--- config.mk ---
export PLATFORM = sky130hd
export DESIGN_NAME = lcd_window_setup
export DESIGN_NICKNAME = d
export VERILOG_FILES = /design/src/rtl/lcd_window_setup.sv
export SDC_FILE = /design/constraint.sdc
export NUM_CORES = 1
export LEC_CHECK = 0
export CAP_MARGIN = 20
export CORE_MARGIN = 8
export CORE_UTILIZATION = 30
export CTS_CLUSTER_DIAMETER = 100
export DETAILED_ROUTE_END_ITERATION = 8
export DONT_BUFFER_PORTS = 1
export HOLD_SLACK_MARGIN = 0.12
export SETUP_SLACK_MARGIN = 0.15
export SYNTH_ARGS = -nofsm -noshare
export SYNTH_HDL_FRONTEND = slang
export SYNTH_SLANG_ARGS = --single-unit
export TNS_END_PERCENT = 1
--- constraint.sdc ---
create_clock -name clk -period 2.9 [get_ports clk]
set_input_delay 0.435 -clock clk [delete_from_list [all_inputs] [get_ports clk]]
set_output_delay 0.435 -clock clk [all_outputs]
set_load 0.1 [all_outputs]
--- src/rtl/lcd_window_setup.sv ---
module lcd_window_setup #(
  parameter int CW        = 8,
  parameter int COLS      = 176,
  parameter int ROWS      = 220,
  parameter logic [7:0] OP_ORIENT = 8'h36,
  parameter logic [7:0] OP_COLS   = 8'h2A,
  parameter logic [7:0] OP_ROWS   = 8'h2B,
  parameter logic [7:0] OP_WRITE  = 8'h2C
) (
  input  logic          clk,
  input  logic          rst_n,
  input  logic          start,
  input  logic [CW-1:0] xs,
  input  logic [CW-1:0] xe,
  input  logic [CW-1:0] ys,
  input  logic [CW-1:0] ye,
  input  logic [1:0]    rot,
  input  logic          bgr,
  output logic          out_valid,
  input  logic          out_ready,
  output logic [7:0]    out_byte,
  output logic          out_is_data,
  output logic          pix_ready,
  output logic          err
);
  localparam logic [CW-1:0] LIM_N = CW'(COLS - 1);
  localparam logic [CW-1:0] LIM_S = CW'(ROWS - 1);
  localparam int SW = 4;
  localparam logic [SW-1:0] ST_FIRST = '0;
  localparam logic [SW-1:0] ST_COLS  = SW'(2);
  localparam logic [SW-1:0] ST_LAST  = SW'(12);

  logic          busy;
  logic [SW-1:0] step;
  logic [CW-1:0] xs_q, xe_q, ys_q, ye_q;
  logic [7:0]    mad_q, mad_last;
  logic          mad_known;

  wire swap = rot[0];
  wire mir_row = rot[0] ^ rot[1];
  wire mir_col = rot[1];
  wire [7:0] mad_new = {mir_row, mir_col, swap, 1'b0, bgr, 3'b000};

  wire [CW-1:0] xlim = swap ? LIM_S : LIM_N;
  wire [CW-1:0] ylim = swap ? LIM_N : LIM_S;
  wire bad = (xs > xe) || (ys > ye) || (xe > xlim) || (ye > ylim);

  wire accept = start && !busy;
  wire fire   = out_valid && out_ready;
  wire send_orient = !mad_known || (mad_new != mad_last);

  always_ff @(posedge clk) begin
    if (!rst_n) begin
      busy      <= 1'b0;
      step      <= ST_FIRST;
      err       <= 1'b0;
      pix_ready <= 1'b0;
      mad_known <= 1'b0;
      mad_last  <= '0;
      mad_q     <= '0;
      xs_q      <= '0;
      xe_q      <= '0;
      ys_q      <= '0;
      ye_q      <= '0;
    end else if (accept) begin
      err       <= bad;
      pix_ready <= 1'b0;
      if (!bad) begin
        busy      <= 1'b1;
        step      <= send_orient ? ST_FIRST : ST_COLS;
        mad_q     <= mad_new;
        mad_last  <= mad_new;
        mad_known <= 1'b1;
        xs_q      <= xs;
        xe_q      <= xe;
        ys_q      <= ys;
        ye_q      <= ye;
      end
    end else if (fire) begin
      if (step == ST_LAST) begin
        busy      <= 1'b0;
        pix_ready <= 1'b1;
      end else begin
        step <= step + 1'b1;
      end
    end
  end

  assign out_valid = busy;

  always_comb begin
    out_byte    = 8'h00;
    out_is_data = 1'b1;
    case (step)
      4'd0:  begin out_byte = OP_ORIENT; out_is_data = 1'b0; end
      4'd1:  out_byte = mad_q;
      4'd2:  begin out_byte = OP_COLS;   out_is_data = 1'b0; end
      4'd4:  out_byte = 8'(xs_q);
      4'd6:  out_byte = 8'(xe_q);
      4'd7:  begin out_byte = OP_ROWS;   out_is_data = 1'b0; end
      4'd9:  out_byte = 8'(ys_q);
      4'd11: out_byte = 8'(ye_q);
      4'd12: begin out_byte = OP_WRITE;  out_is_data = 1'b0; end
      default: out_byte = 8'h00;
    endcase
  end
endmodule

== Word-level counts from Yosys, hierarchy flattened ==
Cells that the tools add are included.
Word-level totals
  register bits: 44
  input bits: 39
  output and inout bits: 12
  word-level logic and storage cells: 59
Cells by class
  add/sub/neg operators: 1
  order comparisons: 4
  equal/unequal tests: 11
  mux-type cells: 13
  bitwise logic cells: 3
  reduce and logical (&&, ||, !) cells: 17
Operators with widths (count)
  case mux 8 bit (9 select lines): 1
  > comparator 8 bit: 4
  2-to-1 mux 4 bit: 4
  2-to-1 mux 7 bit: 2
  == test 4 x 3 -> 1 bit (second input constant): 3
  == test 4 bit (second input constant): 3
  AND reduction 3 bit: 2
  2-to-1 mux 1 bit: 5
  adder 4 x 1 -> 4 bit (second input constant): 1
  == test 4 x 1 -> 1 bit (second input constant): 1
  == test 4 x 2 -> 1 bit (second input constant): 1
  zero test 4 bit: 1
  logical OR 1 bit: 4
  inequality test 2 bit (second input constant): 2
  inequality test 4 bit: 1
  AND reduction 2 bit: 2
  nonzero test 2 bit: 2
  OR reduction 4 bit: 1
  logical AND 1 bit: 2
  zero test 1 bit: 2
  2-to-1 mux 2 bit: 1
  inverter 1 bit: 2
  OR reduction 2 bit: 1
  XOR 1 bit: 1

== Depth between registers and ports, before layout ==
  depth after elaboration: 6
  mapped depth: 10

== Worst setup path before layout ==
Ideal clock, no wire load.
  path kind: reg2out
  start point: register step[0]
  end point: output port out_byte[5]
  data arrival time: 4.598 ns
  setup slack: -2.133 ns
  cell stages (with the launch flop): 6
  path buffers: 1
  cells stage by stage: dfxtp_1 > inv_1 > ha_1 > clkbuf_1 > o21ai_0 > nand3_1
Between the ends
  longest elaborated chain between the ends: 2
  elaborated cells on any way between the ends: 10
  classes of those cells: eq/ne: 8; mux: 1; reduce/logical: 1
RTL lines
  from (decl): line 34  | logic [SW-1:0] step;
  from (signal assigned): line 70  | step <= send_orient ? ST_FIRST : ST_COLS;
  from (signal assigned): line 84  | step <= step + 1'b1;
  == test 4 bit (tied with other cells): line 94  | case (step)
  case mux 8 bit (9 select lines) *: line 94
  to (decl): line 21  | output logic [7:0] out_byte,
Every way passes the cells marked *; elsewhere a longest branch is shown, timed or not.

== Final worst setup path ==
  start point: register step[0]
  end point: output port out_byte[4]
Same word-level chain as after synthesis.

==> results.py <==
metrics = {
    "timing": {
        "finalWorstSetupSlack_ns": 0.289,
        "fin_setup_tns_ns": 0,
        "rsz0062_at_grt": "no",
        "worst_hold_slack_ns": 0.245,
        "drv_slew": 0,
        "finalCriticalPeriod_ns": 2.61,
        "post-route-period-util": 0.900,
        "fmax_ghz": 0.383,
        "relSlewSlack": 0.329,
        "final_hold_viol_count": 0,
        "tightest_slew_ns": 1.00,
        "finClkSkew_ns": 0.0110,
        "setup_viol": 0,
    },
    "synthesis": {
        "synthTopCellsByArea": "dfxtp_1 (32%), ha_1 (13%), a21oi_1 (9.2%)",
        "synth_area_leader_cell": "dfxtp_1",
        "synthXorXnorAreaFrac": 0.00630,
        "synth-compound-area-share": 0.303,
        "synthFlopType": "dfxtp_1",
        "synth-simple-area-share": 0.159,
        "synthDistinctLibCells": 46,
        "synth-edff-count": 0,
        "synthAdderAreaFrac": 0.126,
        "synthMuxAreaShare": 0.0144,
        "async_flop_share": 0,
        "synth_top_family_by_area": "compound AO/OA/AOI/OAI gates",
        "synth_most_common_cell": "a21oi_1",
        "seq_area_frac_synth": 0.317,
        "yosysTopAreaCellShare": 0.317,
        "yosys_register_bits": 44,
        "yosys-top-cells-count": "a21oi_1 (51), o21ai_0 (48), dfxtp_1 (44), nand3_1 (39), ha_1 (28)",
        "synth_area_um2": 2780,
        "synth_cells": 350,
        "avgSynthCellArea_um2": 7.94,
        "synth_nets": 417,
        "yosysWarnings": 0,
    },
    "grt": {
        "grt_first_pass_wirelength_um": 14300,
        "grt-ovfl-total": 0,
        "grt_pass1_vias": 2586,
        "grt_max_degree": 23,
        "grt_use_total": 0.144,
        "antenna_found_initial": 0,
    },
    "clock_network": {
        "clk_path_buf_depth": 2,
        "path_clk_slew_ns": 0.10,
        "htree_num_levels": 2,
        "clkLatencyLatePin_ns": 0.31,
        "cts_root_buf": "clkbuf_8",
        "cts_tree": "yes",
        "cts_made_buffers": 5,
        "cts_sinks": 44,
    },
    "die": {
        "num_rows": 35,
        "dieArea_um2": 12600,
        "initial_utilization": 0.305,
        "fp.coreArea_um2": 9110,
        "fp.dieH_um": 112,
        "die_w_um": 112,
        "io_pins": 51,
    },
    "routing": {
        "vias": 2659,
        "wl_per_cell_um": 19.3,
        "drcViolationCount": 0,
        "antenna_left": 0,
        "wl_um": 9010,
        "first_iter_violations": 211,
        "drtPass1Iterations": 5,
        "viasPerCell": 5.71,
    },
    "placed_design": {
        "numPortBuffers": 0,
        "hpwl_um": 6910,
        "place_congestion": 0.862,
        "pre_cts_slack_ns": 0.270,
    },
    "worst_setup_path": {
        "cp_max_fo": 10,
        "worstReg2RegStart": "out_valid$_SDFFE_PN0P_",
        "worstRegToRegCells": 7,
        "reg2reg_slack_ns": 0.84,
        "rr_endpoint": "xe_q[6]$_SDFFE_PN0P_",
        "cp_data_required_time_ns": 2.47,
        "path_class": "register to output port",
        "cp-start-kind": "register",
        "worstPathArrival_ns": 2.18,
        "endpoint_kind": "output port",
    },
    "layout": {
        "syn2layout_area_growth_pct": 15.1,
        "fillCellCount": 964,
        "fin_util": 0.351,
        "drive_above_1_share": 0.113,
        "nNetsFinal": 421,
        "antenna_cells": 0,
    },
    "worst_hold_path": {
        "hold_depth": 1,
        "hold-path-endpoint": "mad_known$_SDFFE_PN0P_",
        "hold_path.class": "primary input to register",
        "holdCritStartpoint": "rst_n",
    },
    "status": {
        "status": "finished clean",
    },
    "pwr": {
        "power_density_nw_per_um2": 476,
        "power_mw": 1.52,
        "p_leak_nw": 1.17,
        "irDropWorstVdd_uv": 192,
    },
    "flow_run": {
        "maxCapViolations": 0,
    },
}
cell families after synthesis:
group	Yosys count
flops	44
compound gates	142
simple gates	84
buf+inv	46
xor+xnor	2
mux	4
fa+ha+maj	28
where the power goes:
part,internal [mW],switching [mW]
combinational,0.144,0.256
clock,0.193,0.233
sequential,0.649,0.0456
layer usage:
layer | wire [µm] | share of wire | vias up | GRT usage
li1 | - | - | 1311 | -
met1 | 3980 | 0.44 | 1254 | 0.177
met2 | 4060 | 0.45 | 76 | 0.224
met3 | 728 | 0.081 | 18 | 0.0467
met4 | 239 | 0.027 | 0 | 0.0594
met5 | 0 | 0 | - | 0
stage by stage:
step / instance area, µm² / instances
final: 3200 / 466
after global routing: 3200 / 466
after CTS: 3200 / 466
after detailed placement: 3100 / 458
after global placement: 3100 / 458
after floorplan: 2790 / 350
cells in the final DEF, fill, tap and decap left out, types with 4 or more instances in the layout:
cell and instances:
buf_4 13, ha_1 27, nand2b_1 5, mux2i_1 4
inv_1 21, o21ai_0 46, nand3_1 38, a31oi_1 7
a221o_1 4, nand2_1 14, nand4_1 6, nor2_1 7
a22oi_1 4, dfxtp_1 44, a211oi_1 4, clkbuf_8 6
a21oi_1 51, buf_12 8
worst max path at each step:
stage	start	end	slack, ns	cells past startpoint
after global placement	rot[0]	xe_q[6]$_SDFFE_PN0P_	0.33	9
after CTS	step[0]$_SDFFE_PN0P_	out_byte[4]	0.17	7
final	step[0]$_SDFFE_PN0P_	out_byte[4]	0.29	7
after detailed placement	rot[0]	xe_q[6]$_SDFFE_PN0P_	0.27	9
after global routing	step[0]$_SDFFE_PN0P_	out_byte[4]	0.16	7
after floorplan	step[2]$_SDFFE_PN0P_	out_byte[3]	-0.06	4
state kept, by name, indices dropped and copies added, names as in the netlist:
register   flops
xe_q           8
xs_q           8
ye_q           8
ys_q           8
mad_last       4
step           4
err            1
mad_known      1
out_valid      1
pix_ready      1
layout make-up:
| class | instances | area, µm² | share of cell area |
|---|---|---|---|
| Clock buffer | 6 | 82.6 | 0.0258 |
| Clock inverter | 2 | 15.0 | 0.00469 |
| Inverter | 22 | 82.6 | 0.0258 |
| Multi-Input combinational cell | 260 | 1740 | 0.544 |
| Sequential cell | 44 | 881 | 0.275 |
| Tap cell | 111 | 139 | 0.0434 |
| Timing Repair Buffer | 21 | 258 | 0.0806 |
worst max-delay path: stages (launching register included):
cell     delay, ns
dfxtp_1       0.40
inv_1         0.11
ha_2          0.27
and3_1        0.28
a22o_1        0.28
a21oi_1       0.21
o21ai_2       0.11
buf_12        0.20
timing repair:
action                     4_1_cts  5_1_grt
setup endpoints to repair        0        1
resized for setup                0        1
hold buffers                     0        0
setup buffers                    0        0
No activity file was read; power rests on OpenSTA's default activity.
